## src/rtl/mtx_pkg.sv

```systemverilog
package mtx_pkg;

   typedef enum logic [2:0] {
      ST_IDLE,
      ST_ARM,
      ST_PRE,
      ST_DATA,
      ST_GAP,
      ST_LINK
   } mtx_state_e;

   typedef enum logic [1:0] {
      LN_QUIET,
      LN_ENCODE,
      LN_PULSE
   } mtx_line_e;

   localparam logic [7:0] MTX_PRE_BYTE = 8'h55;
   localparam logic [7:0] MTX_SFD_BYTE = 8'hD5;
   localparam int unsigned MTX_BYTE_BITS = 8;

endpackage

```

## src/rtl/mtx_halfbit_div.sv

```systemverilog
module mtx_halfbit_div #(
   parameter int unsigned HALF_CYC = 4
) (
   input  logic clk,
   input  logic rst_n,
   output logic tick
);
   localparam int unsigned CW = (HALF_CYC > 1) ? $clog2(HALF_CYC) : 1;

   generate
      if (HALF_CYC == 1) begin : g_every
         assign tick = 1'b1;
      end else begin : g_count
         logic [CW-1:0] cnt_q;
         logic          at_end;

         assign at_end = (cnt_q == CW'(HALF_CYC - 1));
         assign tick   = at_end;

         always_ff @(posedge clk or negedge rst_n) begin
            if (!rst_n) begin
               cnt_q <= '0;
            end else if (at_end) begin
               cnt_q <= '0;
            end else begin
               cnt_q <= cnt_q + 1'b1;
            end
         end
      end
   endgenerate

endmodule

```

## src/rtl/mtx_link_timer.sv

```systemverilog
module mtx_link_timer #(
   parameter int unsigned LINK_CYC = 1280000
) (
   input  logic clk,
   input  logic rst_n,
   input  logic run,
   output logic due
);
   localparam int unsigned CW = $clog2(LINK_CYC + 1);

   logic [CW-1:0] cnt_q;
   logic          full;

   assign full = (cnt_q == CW'(LINK_CYC));
   assign due  = full;

   always_ff @(posedge clk or negedge rst_n) begin
      if (!rst_n) begin
         cnt_q <= '0;
      end else if (!run) begin
         cnt_q <= '0;
      end else if (!full) begin
         cnt_q <= cnt_q + 1'b1;
      end
   end

endmodule

```

## src/rtl/mtx_line_drive.sv

```systemverilog
module mtx_line_drive
   import mtx_pkg::*;
#(
   parameter bit ONE_RISES = 1'b1
) (
   input  logic      clk,
   input  logic      rst_n,
   input  mtx_line_e mode,
   input  logic      bit_i,
   input  logic      second_half,
   output logic      line_pos,
   output logic      line_neg
);
   logic enc;
   logic pos_d, neg_d;

   // bit-rate clock is high in the first half of each cell
   generate
      if (ONE_RISES) begin : g_rise_one
         assign enc = bit_i ^ ~second_half;
      end else begin : g_fall_one
         assign enc = bit_i ^ second_half;
      end
   endgenerate

   always_comb begin
      unique case (mode)
         LN_ENCODE: begin
            pos_d = enc;
            neg_d = ~enc;
         end
         LN_PULSE: begin
            pos_d = 1'b1;
            neg_d = 1'b0;
         end
         default: begin
            pos_d = 1'b0;
            neg_d = 1'b0;
         end
      endcase
   end

   always_ff @(posedge clk or negedge rst_n) begin
      if (!rst_n) begin
         line_pos <= 1'b0;
         line_neg <= 1'b0;
      end else begin
         line_pos <= pos_d;
         line_neg <= neg_d;
      end
   end

endmodule

```

## src/rtl/mtx_eth_tx.sv

```systemverilog
module mtx_eth_tx
   import mtx_pkg::*;
#(
   parameter int unsigned HALF_CYC       = 4,
   parameter int unsigned GAP_BITS       = 96,
   parameter int unsigned LINK_CYC       = 1280000,
   parameter int unsigned PREAMBLE_BYTES = 7,
   parameter bit          ONE_RISES      = 1'b1
) (
   input  logic       clk,
   input  logic       rst_n,
   input  logic       in_valid,
   input  logic [7:0] in_data,
   input  logic       in_last,
   output logic       in_ready,
   output logic       line_pos,
   output logic       line_neg,
   output logic       underrun
);
   localparam int unsigned GAP_HALVES = 2 * GAP_BITS;
   localparam int unsigned GW         = (GAP_HALVES > 1) ? $clog2(GAP_HALVES) : 1;
   localparam int unsigned PW         = $clog2(PREAMBLE_BYTES + 1);
   localparam int unsigned BW         = $clog2(MTX_BYTE_BITS);

   generate
      if (HALF_CYC < 1) begin : g_bad_half
         $error("HALF_CYC must be at least 1");
      end
      if (GAP_BITS < 1) begin : g_bad_gap
         $error("GAP_BITS must be at least 1");
      end
      if (PREAMBLE_BYTES < 1) begin : g_bad_pre
         $error("PREAMBLE_BYTES must be at least 1");
      end
      if (LINK_CYC < 4) begin : g_bad_link
         $error("LINK_CYC must be at least 4");
      end
   endgenerate

   mtx_state_e     state_q;
   logic           half_q;
   logic [7:0]     sh_q;
   logic [BW-1:0]  bitn_q;
   logic [PW-1:0]  pre_idx_q;
   logic           cur_last_q;
   logic [7:0]     hold_q;
   logic           hold_full_q;
   logic           hold_last_q;
   logic [GW-1:0]  gap_cnt_q;
   logic           underrun_q;

   logic           tick;
   logic           link_due;
   logic           accept;
   logic           byte_end;
   mtx_line_e      line_mode;

   mtx_halfbit_div #(
      .HALF_CYC(HALF_CYC)
   ) u_div (
      .clk  (clk),
      .rst_n(rst_n),
      .tick (tick)
   );

   mtx_link_timer #(
      .LINK_CYC(LINK_CYC)
   ) u_link (
      .clk  (clk),
      .rst_n(rst_n),
      .run  (state_q == ST_IDLE),
      .due  (link_due)
   );

   assign in_ready = ((state_q == ST_IDLE) && !link_due) ||
                     ((state_q == ST_DATA) && !hold_full_q && !cur_last_q);
   assign accept   = in_valid && in_ready;
   assign byte_end = tick && half_q && (bitn_q == BW'(MTX_BYTE_BITS - 1));
   assign underrun = underrun_q;

   always_comb begin
      unique case (state_q)
         ST_PRE, ST_DATA: line_mode = LN_ENCODE;
         ST_LINK:         line_mode = LN_PULSE;
         default:         line_mode = LN_QUIET;
      endcase
   end

   always_ff @(posedge clk or negedge rst_n) begin
      if (!rst_n) begin
         state_q     <= ST_IDLE;
         half_q      <= 1'b0;
         sh_q        <= '0;
         bitn_q      <= '0;
         pre_idx_q   <= '0;
         cur_last_q  <= 1'b0;
         hold_q      <= '0;
         hold_full_q <= 1'b0;
         hold_last_q <= 1'b0;
         gap_cnt_q   <= '0;
         underrun_q  <= 1'b0;
      end else begin
         underrun_q <= 1'b0;

         if (accept) begin
            hold_q      <= in_data;
            hold_full_q <= 1'b1;
            hold_last_q <= in_last;
         end

         unique case (state_q)
            ST_IDLE: begin
               if (accept) begin
                  state_q <= ST_ARM;
               end else if (tick && link_due) begin
                  state_q <= ST_LINK;
                  half_q  <= 1'b0;
               end
            end

            ST_ARM: begin
               if (tick) begin
                  state_q    <= ST_PRE;
                  half_q     <= 1'b0;
                  sh_q       <= (PREAMBLE_BYTES == 0) ? MTX_SFD_BYTE : MTX_PRE_BYTE;
                  bitn_q     <= '0;
                  pre_idx_q  <= '0;
                  cur_last_q <= 1'b0;
               end
            end

            ST_PRE, ST_DATA: begin
               if (tick) begin
                  half_q <= ~half_q;
                  if (half_q && !byte_end) begin
                     sh_q   <= sh_q >> 1;
                     bitn_q <= bitn_q + 1'b1;
                  end
                  if (byte_end) begin
                     bitn_q <= '0;
                     if (state_q == ST_PRE) begin
                        if (pre_idx_q == PW'(PREAMBLE_BYTES)) begin
                           sh_q        <= hold_q;
                           cur_last_q  <= hold_last_q;
                           hold_full_q <= 1'b0;
                           state_q     <= ST_DATA;
                        end else begin
                           pre_idx_q <= pre_idx_q + 1'b1;
                           sh_q      <= (pre_idx_q == PW'(PREAMBLE_BYTES - 1)) ?
                                        MTX_SFD_BYTE : MTX_PRE_BYTE;
                        end
                     end else if (cur_last_q) begin
                        state_q   <= ST_GAP;
                        gap_cnt_q <= '0;
                     end else if (hold_full_q) begin
                        sh_q        <= hold_q;
                        cur_last_q  <= hold_last_q;
                        hold_full_q <= 1'b0;
                     end else begin
                        underrun_q <= 1'b1;
                        state_q    <= ST_GAP;
                        gap_cnt_q  <= '0;
                     end
                  end
               end
            end

            ST_GAP: begin
               if (tick) begin
                  if (gap_cnt_q == GW'(GAP_HALVES - 1)) begin
                     state_q <= ST_IDLE;
                  end else begin
                     gap_cnt_q <= gap_cnt_q + 1'b1;
                  end
               end
            end

            ST_LINK: begin
               if (tick) begin
                  if (half_q) begin
                     half_q  <= 1'b0;
                     state_q <= ST_IDLE;
                  end else begin
                     half_q <= 1'b1;
                  end
               end
            end

            default: state_q <= ST_IDLE;
         endcase
      end
   end

   mtx_line_drive #(
      .ONE_RISES(ONE_RISES)
   ) u_drive (
      .clk        (clk),
      .rst_n      (rst_n),
      .mode       (line_mode),
      .bit_i      (sh_q[0]),
      .second_half(half_q),
      .line_pos   (line_pos),
      .line_neg   (line_neg)
   );

endmodule

```

## config.mk

```make
export PLATFORM = sky130hd
export DESIGN_NAME = mtx_eth_tx
export DESIGN_NICKNAME = d
export VERILOG_FILES = /design/src/rtl/mtx_pkg.sv /design/src/rtl/mtx_halfbit_div.sv /design/src/rtl/mtx_link_timer.sv /design/src/rtl/mtx_line_drive.sv /design/src/rtl/mtx_eth_tx.sv
export SDC_FILE = /design/constraint.sdc
export NUM_CORES = 1
export LEC_CHECK = 0
export BUFFER_PORTS_ARGS = -buffer_cell sky130_fd_sc_hd__buf_4
export CORE_MARGIN = 3
export CORE_UTILIZATION = 55
export CTS_CLUSTER_DIAMETER = 150
export DETAILED_ROUTE_END_ITERATION = 10
export PLACE_DENSITY = 0.81
export RECOVER_POWER = 50
export SLEW_MARGIN = 10
export SYNTH_ARGS = -nofsm -noshare
export SYNTH_HDL_FRONTEND = slang
export SYNTH_HIERARCHICAL = 1
export SYNTH_SLANG_ARGS = --single-unit
export TNS_END_PERCENT = 1
```

## constraint.sdc

```tcl
create_clock -name clk -period 3.15 [get_ports clk]
set_clock_uncertainty 0.05 [all_clocks]
set_input_delay 0.4725 -clock clk [delete_from_list [all_inputs] [get_ports clk]]
set_output_delay 0.4725 -clock clk [all_outputs]
set_load 0.01 [all_outputs]
```

* Word-level counts from Yosys, hierarchy flattened *
Cells that the tools add are included.

operators by class
  add/subtract/negate cells = 5
  equal/unequal tests = 32
  multiplexer cells = 76
  bitwise operators = 3
  reductions and logical operators = 25

operator list
  operator               number
  $mux 8                 16
  $mux 3                 21
  $mux 21                2
  $pmux 8 s2             2
  $ne 2x2->1 const B     14
  $mux 1                 27
  $add 21x1->21 const B  1
  $eq 21x21->1 const B   1
  $eq 3x3->1 const B     5
  $pmux 3 s5             1
  $ne 3x3->1 const B     4
  $pmux 3 s2             2
  $reduce_and 6->1       2
  $reduce_and 10->1      1
  $add 8x1->8 const B    1
  $eq 8x8->1 const B     1
  $logic_and 1x1->1      8
  $reduce_and 7->1       1
  $add 3x1->3 const B    2
  $eq 3x2->1 const B     2
  $reduce_and 5->1       1
  $eq 2x2->1 const B     2
  $logic_not 1->1        4
  $ne 4x4->1 const B     1
  16 further kinds       19

storage, ports and cells
  register bits after elaboration = 63
  input port bits = 12
  output and inout port bits = 4
  logic and storage cells = 156

* Longest topological paths before layout *
Gate-level depths: netlist of the first run.

  depth in word-level cells = 12
  depth in mapped cells = 9

* By module *
Netlist of the first run, hierarchy kept.

by module, submodules not included
  module           instances  cells an instance  area each (µm²)
  mtx_eth_tx       1          209                2145.8
  mtx_link_timer   1          115                1093.5
  mtx_line_drive   1          11                 113.9
  mtx_halfbit_div  1          4                  66.3

* Worst setup path before layout of the first run *
OpenSTA, ideal clock, no wires.

  kind = register -> register
  start point = reg u_link.cnt_q[13]
  end point = reg hold_last_q
  arrival time = 2.299 ns
  data required time = 2.975 ns
  slack = 0.677 ns
  cell stages (with the launch flop) = 8
  path buffers = 0
  period minus slack after synthesis = 2.473 ns
  cell sequence = dfrtp_1 > or4b_1 > or4_4 > nor2_2 > or3_1 > a21oi_2 > nand2_2 > mux2_2

between the ends
  longest elaborated chain between the ends = 5

RTL lines
  what                    RTL line              RTL
  from (decl)             mtx_link_timer.sv:11  logic [CW-1:0] cnt_q;
  from (signal assigned)  mtx_link_timer.sv:23  cnt_q <= cnt_q + 1'b1;
  $eq 21x21->1            mtx_link_timer.sv:14  assign full = (cnt_q == CW'(LINK_CYC));
  net link_due            mtx_eth_tx.sv:53      logic link_due;
  $logic_not 1->1         n/a
  $logic_and 1x1->1       mtx_eth_tx.sv:75      assign in_ready = ((state_q == ST_IDLE) && !link_due) ||
  $logic_or 1x1->1        mtx_eth_tx.sv:75
  net in_ready            mtx_eth_tx.sv:15      output logic in_ready,
  $logic_and 1x1->1       mtx_eth_tx.sv:77      assign accept = in_valid && in_ready;
  to (signal assigned)    mtx_eth_tx.sv:108     hold_last_q <= in_last;
  to (decl)               mtx_eth_tx.sv:48      logic hold_last_q;

The timed path passes the listed nets, and every way through them passes these cells.
A chain may end at the register's enable or synchronous reset.

* Worst setup path after layout of the first run *
  start point = reg u_link.cnt_q[13]
  end point = out in_ready

between the ends
  longest elaborated chain between the ends = 4

RTL lines
  what               RTL line
  $eq 21x21->1       mtx_link_timer.sv:14
  net link_due       mtx_eth_tx.sv:53
  $logic_not 1->1    n/a
  $logic_and 1x1->1  mtx_eth_tx.sv:75
  $logic_or 1x1->1   mtx_eth_tx.sv:75
  to (decl)          mtx_eth_tx.sv:15

The timed path passes the listed nets, and every way through them passes these cells.

==> flow_metrics.tcl, run 1 <==
set metrics [dict create \
    cts_root_buf "clkbuf_8" \
    dieHeight_um 84.9 \
    detail_route.wl_per_cell_um 15.8 \
    overflow 0 \
    first_iter_violations 213 \
    synth_flop_cell "dfrtp_1" \
    synthXorXnorAreaFrac 0.0333 \
    relSlewSlack -0.0489 \
    startpoint "u_link/cnt_q[13]$_DFFE_PN0P_" \
    ios 16 \
    cts-buffers-inserted 9 \
    ir_worst_vdd_mv 0.395 \
    gp_congestion 0.906 \
    port_buffers 15 \
    synthToLayoutAreaGrowth_pct 10.4 \
    placementRows 28 \
    holdBufCountCts 0 \
    layout_commonest_cell "dfrtp_1" \
    synth_top_family_by_area "simple AND/OR/NAND/NOR gates" \
    p_per_area_nw_per_um2 427 \
    diodes 0 \
    finalMaxSlewViolations 64 \
    cts_setup_buffers 0 \
    cp_max_fo 5 \
    dp_hpwl_um 4630 \
    cts.path.max_buffers 2 \
    cp-start-kind "register" \
    violations "capacitance limit, slew limit" \
    drtPass1Iterations 4 \
    hold_viol_final 0 \
    utilization 0.634 \
    final_cell_mix "dfrtp_1 (63), nand2_1 (24), nor2_1 (22)" \
    period_share 0.927 \
    ff2ff_setup_slack_ns 0.49 \
    clock_latency_ns 0.34 \
    critical_path_class "register to primary output" \
    status "finished with violations" \
    synth_cell_types 64 \
    drtAntennaViolNets 0 \
    seq_area_frac_synth 0.461 \
    ff_latch_area_um2 1580 \
    post-route-min-period_ns 2.92 \
    end_kind "primary output" \
    grt_pass1_wl_um 12200 \
    post_synth_fa_ha_maj_area_fraction 0.0402 \
    r2r-start "u_link/cnt_q[13]$_DFFE_PN0P_" \
    grt_max_degree 64 \
    avgViaCountPerCell 6.13 \
    leakage_nw 1.59 \
    finalInstanceArea_um2 3770 \
    multi_input_area_um2 1690 \
    synth_compound_area_frac 0.174 \
    synth_edf_count 0 \
    grt_setup_unrepaired "false" \
    drc 0 \
    grtUsageTotal 0.210 \
    cts_sinks 63 \
    synth_fp_nets 362 \
    synthMuxAreaShare 0.0476 \
    regToRegEndpoint "hold_q[0]$_DFFE_PN0P_" \
    layout-drive-gt1-share 0.157 \
    yosys_warnings 6 \
    die_w_um 84.9 \
    wirelength_um 6850 \
    initial_utilization 0.574 \
    setup.worst_path.end "in_ready" \
    worstPathRequired_ns 2.63 \
    ys_seq_elements 63 \
    min_path_type "primary input to register" \
    instances_no_fill 432 \
    antenna_found_initial 0 \
    path_clk_slew_ns 0.08 \
    yosys.area_share.simple 0.199 \
    worstMarginPinSlew_ns 1.57 \
    nFillCells 475 \
    fin_setup_tns_ns 0 \
    num-nets-final 375 \
    crit_arrival_ns 2.40 \
    core_um2 5960 \
    syn_area_per_cell_um2 10.1 \
    num_vias 2646 \
    cts_tree "done" \
    synth.cell_area_um2 3420 \
    synth_cells 339 \
    die-area_um2 7200 \
    rr_worst_depth 7 \
    grt_pass1_vias 2548 \
    finalSetupViolCount 0 \
    fmax_ghz 0.342 \
    maxCapViolCount 1 \
    synthArstFlopShare 1.00 \
    dpl_cell_area_um2 3560 \
    cts_resized 0 \
    htreeDepth 3 \
    worst_hold_slack_ns 0.291 \
    dp.cells 416 \
]
state kept, by name (all words and copies together) (netlist names), 2 cells and up:
name	cells
u_link/cnt_q	21
gap_cnt_q	8
hold_q	8
sh_q	8
bitn_q	3
pre_idx_q	3
state_q	3
u_div/g_count.cnt_q	2
power breakdown:
group / internal, mW / leakage (nW) / switching (mW) / total [mW]
Clock: 0.446 / 0.105 / 0.332 / 0.778
Combinational: 0.00837 / 0.643 / 0.0173 / 0.0257
Sequential: 0.808 / 0.840 / 0 / 0.808
Total: 1.26 / 1.59 / 0.349 / 1.61
per-stage QoR:
| stage | total power, mW | setup slack, ns |
|---|---|---|
| final | 1.61 | 0.229 |
| after global routing | 1.66 | 0.147 |
| after CTS | 1.62 | 0.212 |
| after detailed placement | 0.852 | 0.485 |
| after global placement | 0.851 | 0.556 |
| after floorplan | 0.825 | 0.677 |
worst min-delay path by stage:
stage | start | end | depth (start not counted) | slack, ns
global placement | u_div/g_count.cnt_q[0]$_DFF_PN0_ | u_div/g_count.cnt_q[0]$_DFF_PN0_ | 1 | 0.36
global route | in_data[5] | hold_q[5]$_DFFE_PN0P_ | 2 | 0.29
CTS | rst_n | u_link/cnt_q[13]$_DFFE_PN0P_ | 1 | 0.20
floorplan | rst_n | bitn_q[0]$_DFFE_PN0P_ | 0 | 0.13
finish | in_data[4] | hold_q[4]$_DFFE_PN0P_ | 2 | 0.29
detailed placement | u_div/g_count.cnt_q[0]$_DFF_PN0_ | u_div/g_count.cnt_q[0]$_DFF_PN0_ | 1 | 0.38
critical path, cell delays in order (launching register included):
cell,delay [ns]
dfrtp_1,0.42
or4b_1,0.54
or4_4,0.53
nor2_2,0.18
or3_1,0.17
a21oi_2,0.08
buf_4,0.15
cells by family after synthesis:
kind of cell / count (synthesis)
simple gates: 120
compound gates: 84
flops: 63
buf+inv: 33
mux: 15
xor+xnor: 13
fa+ha+maj: 11
routing by layer:
layer | GRT usage | wire (um) | vias to the layer above
met3 | 0.0485 | 369 | 7
met4 | 0.0719 | 78 | 0
li1 | - | - | 1264
met1 | 0.310 | 3290 | 1306
met5 | 0 | 0 | -
met2 | 0.305 | 3110 | 69
cells in the mapped netlist (3+ instances only):
master | instances | area share
nor2b_1 | 3 | 0.0055
o21ai_0 | 18 | 0.026
o21a_1 | 3 | 0.0066
o22ai_1 | 5 | 0.0091
and4_1 | 4 | 0.010
a221o_1 | 4 | 0.012
and3_1 | 3 | 0.0055
o21bai_1 | 5 | 0.011
xor2_1 | 13 | 0.033
inv_1 | 18 | 0.020
buf_2 | 5 | 0.0073
a21oi_1 | 15 | 0.022
nand2b_1 | 7 | 0.013
mux2i_1 | 5 | 0.015
mux2_2 | 8 | 0.026
nand3_1 | 13 | 0.019
dfrtp_1 | 63 | 0.46
o211ai_1 | 3 | 0.0066
a21o_1 | 3 | 0.0066
ha_1 | 11 | 0.040
o21ai_1 | 3 | 0.0044
clkbuf_1 | 6 | 0.0066
nor2_1 | 22 | 0.024
nor4_1 | 3 | 0.0055
or3_1 | 7 | 0.013
nor3_1 | 4 | 0.0059
a211oi_1 | 3 | 0.0066
and2_1 | 3 | 0.0055
o2bb2ai_1 | 3 | 0.0077
nand2_1 | 24 | 0.026
nand4_1 | 7 | 0.013
area by class of cell:
| class | count | share of cell area |
|---|---|---|
| clock buffers | 9 | 0.0328 |
| clock inverters | 7 | 0.0259 |
| inverters | 18 | 0.0179 |
| multi-input cells | 243 | 0.448 |
| flip-flops and latches | 63 | 0.418 |
| well taps | 75 | 0.0249 |
| repair buffers | 17 | 0.0331 |
No activity file was read; power rests on OpenSTA's default activity.
==> run 2: changes to the inputs <==
--- a/config.mk
+++ b/config.mk
@@ -5,12 +5,12 @@
 export SDC_FILE = /design/constraint.sdc
 export NUM_CORES = 1
 export LEC_CHECK = 0
-export BUFFER_PORTS_ARGS = -buffer_cell sky130_fd_sc_hd__buf_4
 export CORE_MARGIN = 3
 export CORE_UTILIZATION = 55
 export CTS_CLUSTER_DIAMETER = 150
 export DETAILED_ROUTE_END_ITERATION = 10
-export PLACE_DENSITY = 0.81
+export DONT_BUFFER_PORTS = 1
+export PLACE_DENSITY = 0.78
 export RECOVER_POWER = 50
 export SLEW_MARGIN = 10
 export SYNTH_ARGS = -nofsm -noshare
==> run 2 against run 1 <==
The flow still finishes with violations (capacitance limit, slew limit). Sequential cell count unchanged. Sequential share of layout area increased by 1.5 points. Wire length decreased by 3.4%. Sequential power about the same. Final cell count decreased by 3.5%. Count of clock-buffer cells in the layout increased by 1. Design area decreased by 3.5%. Core utilization decreased by 2.2 points. Non-clock buffer count decreased by 15. Global-route usage decreased by 0.95 points. Via count decreased by 3.4%. Critical path depth decreased by 1. Highest routed layer unchanged.
==> flow_metrics.tcl, run 2 (synthesis gave the netlist of run 1 again) <==
set metrics [dict create \
    cp-start-kind "register" \
    ff2ff_setup_slack_ns 0.44 \
    worst_hold_slack_ns 0.211 \
    overflow 0 \
    end_kind "primary output" \
    die-area_um2 7200 \
    drc 0 \
    first_iter_violations 193 \
    cts_setup_buffers 0 \
    detail_route.wl_per_cell_um 15.9 \
    grt_max_degree 64 \
    wirelength_um 6610 \
    p_total_mw 1.53 \
    final_cell_mix "dfrtp_1 (63), nand2_1 (24), nor2_1 (22)" \
    path_clk_slew_ns 0.07 \
    cts_resized 0 \
    port_buffers 0 \
    whs_endpoint "hold_q[5]$_DFFE_PN0P_" \
    p_sw_frac 0.218 \
    layout_commonest_cell "dfrtp_1" \
    synthToLayoutAreaGrowth_pct 6.48 \
    clock_latency_ns 0.34 \
    nFillCells 511 \
    ir_worst_vdd_mv 0.388 \
    pwr-share-seq 0.530 \
    initial_utilization 0.574 \
    avgViaCountPerCell 6.13 \
    rr_worst_depth 7 \
    crit_arrival_ns 2.24 \
    leakage_nw 1.51 \
    p_per_area_nw_per_um2 419 \
    grt_setup_unrepaired "false" \
    slowest_delay_ns 0.53 \
    path_buf_inv 0 \
    status "finished with violations" \
    htreeDepth 3 \
    relSlewSlack -0.00205 \
    comb_power_share 0.011 \
    largest_reg_flops 21 \
    min_from "in_data[5]" \
    finalMaxSlewViolations 63 \
    post-route-min-period_ns 2.77 \
    p_int_mw 1.19 \
    cts_sinks 63 \
    layout-drive-gt1-share 0.117 \
    hold_viol_final 0 \
    crit_family "simple AND/OR/NAND/NOR gates" \
    cts.path.max_buffers 2 \
    dp_hpwl_um 4510 \
    worstMarginPinSlew_ns 1.50 \
    drtPass1Iterations 4 \
    num_vias 2557 \
    period_share 0.878 \
    fmax_ghz 0.362 \
    dieHeight_um 84.9 \
    die_w_um 84.9 \
    cp_max_fo 5 \
    maxCapViolCount 1 \
    min_path_cells 1 \
    cts_tree "done" \
    diodes 0 \
    antenna_found_initial 0 \
    cts_root_buf "clkbuf_8" \
    cts-buffers-inserted 9 \
    critical_path_class "register to primary output" \
    num-nets-final 360 \
    drtAntennaViolNets 0 \
    path_cells "or4b_1, or4_4, nor2_2, or3_1, a21oi_2" \
    placementRows 28 \
    critPathSlowestCell "or4_4" \
    violations "capacitance limit, slew limit" \
    utilization 0.611 \
    core_um2 5960 \
    r2r-start "u_link/cnt_q[13]$_DFFE_PN0P_" \
    min_path_type "primary input to register" \
    gp_congestion 0.873 \
    regToRegEndpoint "hold_last_q$_DFFE_PN0P_" \
    grt_pass1_wl_um 11500 \
    grtUsageTotal 0.200 \
    fin_setup_tns_ns 0 \
    pwr-share-clk 0.459 \
    grt_pass1_vias 2480 \
    ios 16 \
    finalSetupViolCount 0 \
    p_sw_mw 0.333 \
    top_register "u_link/cnt_q" \
    worstPathRequired_ns 2.63 \
]
## run 2: changes by cell type in the layout (fill, tap and decap cells not counted)
cell           change
clkbuf_8           +1
dlygate4sd3_1      +1
clkinv_4           -2
bufinv_16          -1
buf_4             -16
clkinv_2           +2
## run 2: worst max path at each step
stage	from	to	slack, ns	cells after the start
after global placement	u_link/cnt_q[13]$_DFFE_PN0P_	hold_q[3]$_DFFE_PN0P_	0.49	7
final	u_link/cnt_q[13]$_DFFE_PN0P_	in_ready	0.38	5
after floorplan	u_link/cnt_q[13]$_DFFE_PN0P_	hold_last_q$_DFFE_PN0P_	0.68	7
after CTS	u_link/cnt_q[13]$_DFFE_PN0P_	in_ready	0.39	5
after detailed placement	u_link/cnt_q[13]$_DFFE_PN0P_	hold_q[3]$_DFFE_PN0P_	0.46	7
after global routing	u_link/cnt_q[13]$_DFFE_PN0P_	in_ready	0.31	5
## run 2: area by class of cell
class,count,area (um2),share of cell area
sequential,63,1580,0.433
tap,75,93.8,0.0258
multi-input combinational,243,1690,0.464
timing repair buffer,2,15.0,0.00412
clock buffer,10,138,0.0378
inverter,18,67.6,0.0186
clock inverter,6,60.1,0.0165
## run 2: per-layer routing
layer,global-route usage,up-vias,part of all wire
met5,0,-,0
met4,0.0820,0,0.016
met3,0.0437,11,0.055
met2,0.300,67,0.45
met1,0.285,1238,0.48
li1,-,1241,-
## run 2: what timing repair did
item	CTS	global route
endpoints found under the setup margin	0	0
hold buffers	2	0
hold endpoints to repair	63	0
## run 2: metrics by stage
| stage | setup WS [ns] | instances | instance area, um2 |
|---|---|---|---|
| finish | 0.385 | 417 | 3640 |
| global route | 0.306 | 417 | 3640 |
| CTS | 0.385 | 417 | 3660 |
| detailed placement | 0.456 | 399 | 3430 |
| global placement | 0.487 | 399 | 3430 |
| floorplan | 0.677 | 339 | 3420 |
## run 2: power groups by stage
stage	clock network [mW]	registers, mW	logic, mW
3_3_place_gp	0	0.824	0.000654
6_report	0.700	0.809	0.0168
2_1_floorplan	0	0.824	0.000595
3_5_place_dp	0	0.824	0.000687
5_1_grt	0.755	0.808	0.0203
4_1_cts	0.714	0.808	0.0225
==> run 3: changes to the inputs <==
--- a/config.mk
+++ b/config.mk
@@ -12,6 +12,7 @@
 export DONT_BUFFER_PORTS = 1
 export PLACE_DENSITY = 0.78
 export RECOVER_POWER = 50
+export SETUP_SLACK_MARGIN = 0.5
 export SLEW_MARGIN = 10
 export SYNTH_ARGS = -nofsm -noshare
 export SYNTH_HDL_FRONTEND = slang
==> constraint.sdc (replaced) <==
create_clock -name clk -period 3.49 [get_ports clk]
set_clock_uncertainty 0.05 [all_clocks]
set_input_delay 0.5235 -clock clk [delete_from_list [all_inputs] [get_ports clk]]
set_output_delay 0.5235 -clock clk [all_outputs]
set_load 0.01 [all_outputs]
==> run 3 against run 2 <==
The flow still finishes with violations (capacitance limit, slew limit). Register-to-register slack better by 0.33 ns. Sequential power is 9.8% lower. First-iteration DRC count is 6.2% higher. Core utilization is 0.74 points higher. Count of clock-buffer cells in the layout is 1 lower. Hold slack better by 0.045 ns. Critical path depth stayed put. Wire length is 2.1% higher. Global-route usage is 0.21 points higher. Final cell count is 0.24% lower. Critical path type unchanged.
==> flow_metrics.tcl, run 3 (synthesis gave the netlist of run 1 again) <==
set metrics [dict create \
    status "finished with violations" \
    violations "capacitance limit, slew limit" \
    p_total_mw 1.52 \
    fin_setup_tns_ns 0 \
    cp_max_fo 5 \
    detail_route.wl_per_cell_um 16.2 \
    path_clk_slew_ns 0.07 \
    grt_setup_unrepaired "false" \
    leakage_nw 1.53 \
    core_um2 5960 \
    num_vias 2543 \
    drc 0 \
    grt_pass1_wl_um 11700 \
    overflow 0 \
    first_iter_violations 205 \
    path_buf_inv 0 \
    wirelength_um 6750 \
    cts_tree "done" \
    relSlewSlack -0.813 \
    initial_utilization 0.574 \
    critPathSlowestCell "or4b_1" \
    finalMaxSlewViolations 64 \
    htreeDepth 3 \
    grt_max_degree 64 \
    dp.cells 399 \
    die-area_um2 7200 \
    largest_reg_flops 21 \
    path_cells "or4b_1, or4_4, nor2_2, or3_1, a21oi_2" \
    cts_sinks 63 \
    instances_no_fill 416 \
    fmax_ghz 0.354 \
    critical_path_class "register to primary output" \
    grtUsageTotal 0.202 \
    cp-start-kind "register" \
    cts-buffers-inserted 9 \
    worstMarginPinSlew_ns 2.71 \
    final_cell_mix "dfrtp_1 (63), nand2_1 (24), nor2_1 (22)" \
    finalSetupViolCount 0 \
    drtPass1Iterations 4 \
    placementRows 28 \
    dp_hpwl_um 4550 \
    crit_arrival_ns 2.25 \
    layout_commonest_cell "dfrtp_1" \
    worstPathRequired_ns 2.92 \
    post-route-min-period_ns 2.82 \
    min_path_type "primary input to register" \
    p_per_area_nw_per_um2 413 \
    drtAntennaViolNets 0 \
    gp_congestion 0.869 \
    die_w_um 84.9 \
    period_share 0.808 \
    slowest_delay_ns 0.53 \
    num-nets-final 359 \
    synthToLayoutAreaGrowth_pct 7.76 \
    grt_pass1_vias 2420 \
    crit_family "simple AND/OR/NAND/NOR gates" \
    end_kind "primary output" \
    cts.path.max_buffers 2 \
    ios 16 \
    dieHeight_um 84.9 \
    avgViaCountPerCell 6.11 \
    layout-drive-gt1-share 0.114 \
    cts_root_buf "clkbuf_8" \
    antenna_found_initial 0 \
    cts_resized 0 \
    maxCapViolCount 1 \
    diodes 0 \
    top_register "u_link/cnt_q" \
    clock_latency_ns 0.35 \
    port_buffers 0 \
    hold_viol_final 0 \
    ir_worst_vdd_mv 0.469 \
]
==> run 3: cell types whose count changed in the layout (fill, tap and decap cells not counted) <==
cell | previous run | this run
bufinv_16 | 1 | 3
clkinv_2 | 3 | 1
clkbuf_2 | 1 | 0
clkbuf_8 | 10 | 9
clkinv_4 | 0 | 1
clkinvlp_4 | 2 | 1
dlygate4sd3_1 | 1 | 0
dlymetal6s2s_1 | 0 | 1
inv_6 | 0 | 1
==> run 3: metal layers <==
layer  track usage  routed length [um]  vias up
met5             0                   0        -
met4        0.0892                 128        0
met3        0.0408                 275       12
met2         0.296                2960       51
met1         0.293                3390     1248
li1              -                   -     1232
==> run 3: final timing paths <==
kind | from | endpoint | slack (ns) | cells after the start
max | u_link/cnt_q[13]$_DFFE_PN0P_ | in_ready | 0.67 | 5
min in group asynchronous | rst_n | u_drive/line_pos$_DFF_PN0_ | 1.02 | 1
min | in_data[4] | hold_q[4]$_DFFE_PN0P_ | 0.26 | 1
min reg2reg | u_div/g_count.cnt_q[0]$_DFF_PN0_ | u_div/g_count.cnt_q[0]$_DFF_PN0_ | 0.38 | 1
max in group asynchronous | rst_n | gap_cnt_q[4]$_DFFE_PN0P_ | 0.82 | 1
max reg2reg | u_link/cnt_q[13]$_DFFE_PN0P_ | hold_q[5]$_DFFE_PN0P_ | 0.77 | 7
==> run 3: where the power goes <==
part           switching (mW)  internal [mW]
clock network           0.299          0.477
logic                  0.0137        0.00123
registers                   0          0.730
total                   0.313           1.21
==> run 3: layout make-up <==
type	count	area, um2
Sequential cell	63	1580
Clock buffer	9	124
Timing Repair Buffer	1	12.5
Fill cell	501	2270
Tap cell	75	93.8
Multi-Input combinational cell	243	1690
Clock inverter	7	120
Inverter	18	67.6
==> run 3: repair_timing <==
item	in CTS	in global routing
buffers inserted	0	0
hold buffers	1	0
endpoints found under the setup margin	0	0
hold endpoints to repair	63	0
==> run 3: through the flow <==
step / setup WS, ns / cell area [um2] / hold WS [ns] / utilization
after floorplan: 1.02 / 3420 / 0.178 / -
final: 0.669 / 3680 / 0.256 / 0.619
after global placement: 0.826 / 3430 / 0.181 / 0.576
after global routing: 0.294 / 3680 / 0.254 / 0.619
after detailed placement: 0.788 / 3430 / 0.180 / 0.576
after CTS: 0.656 / 3700 / 0.00127 / 0.621
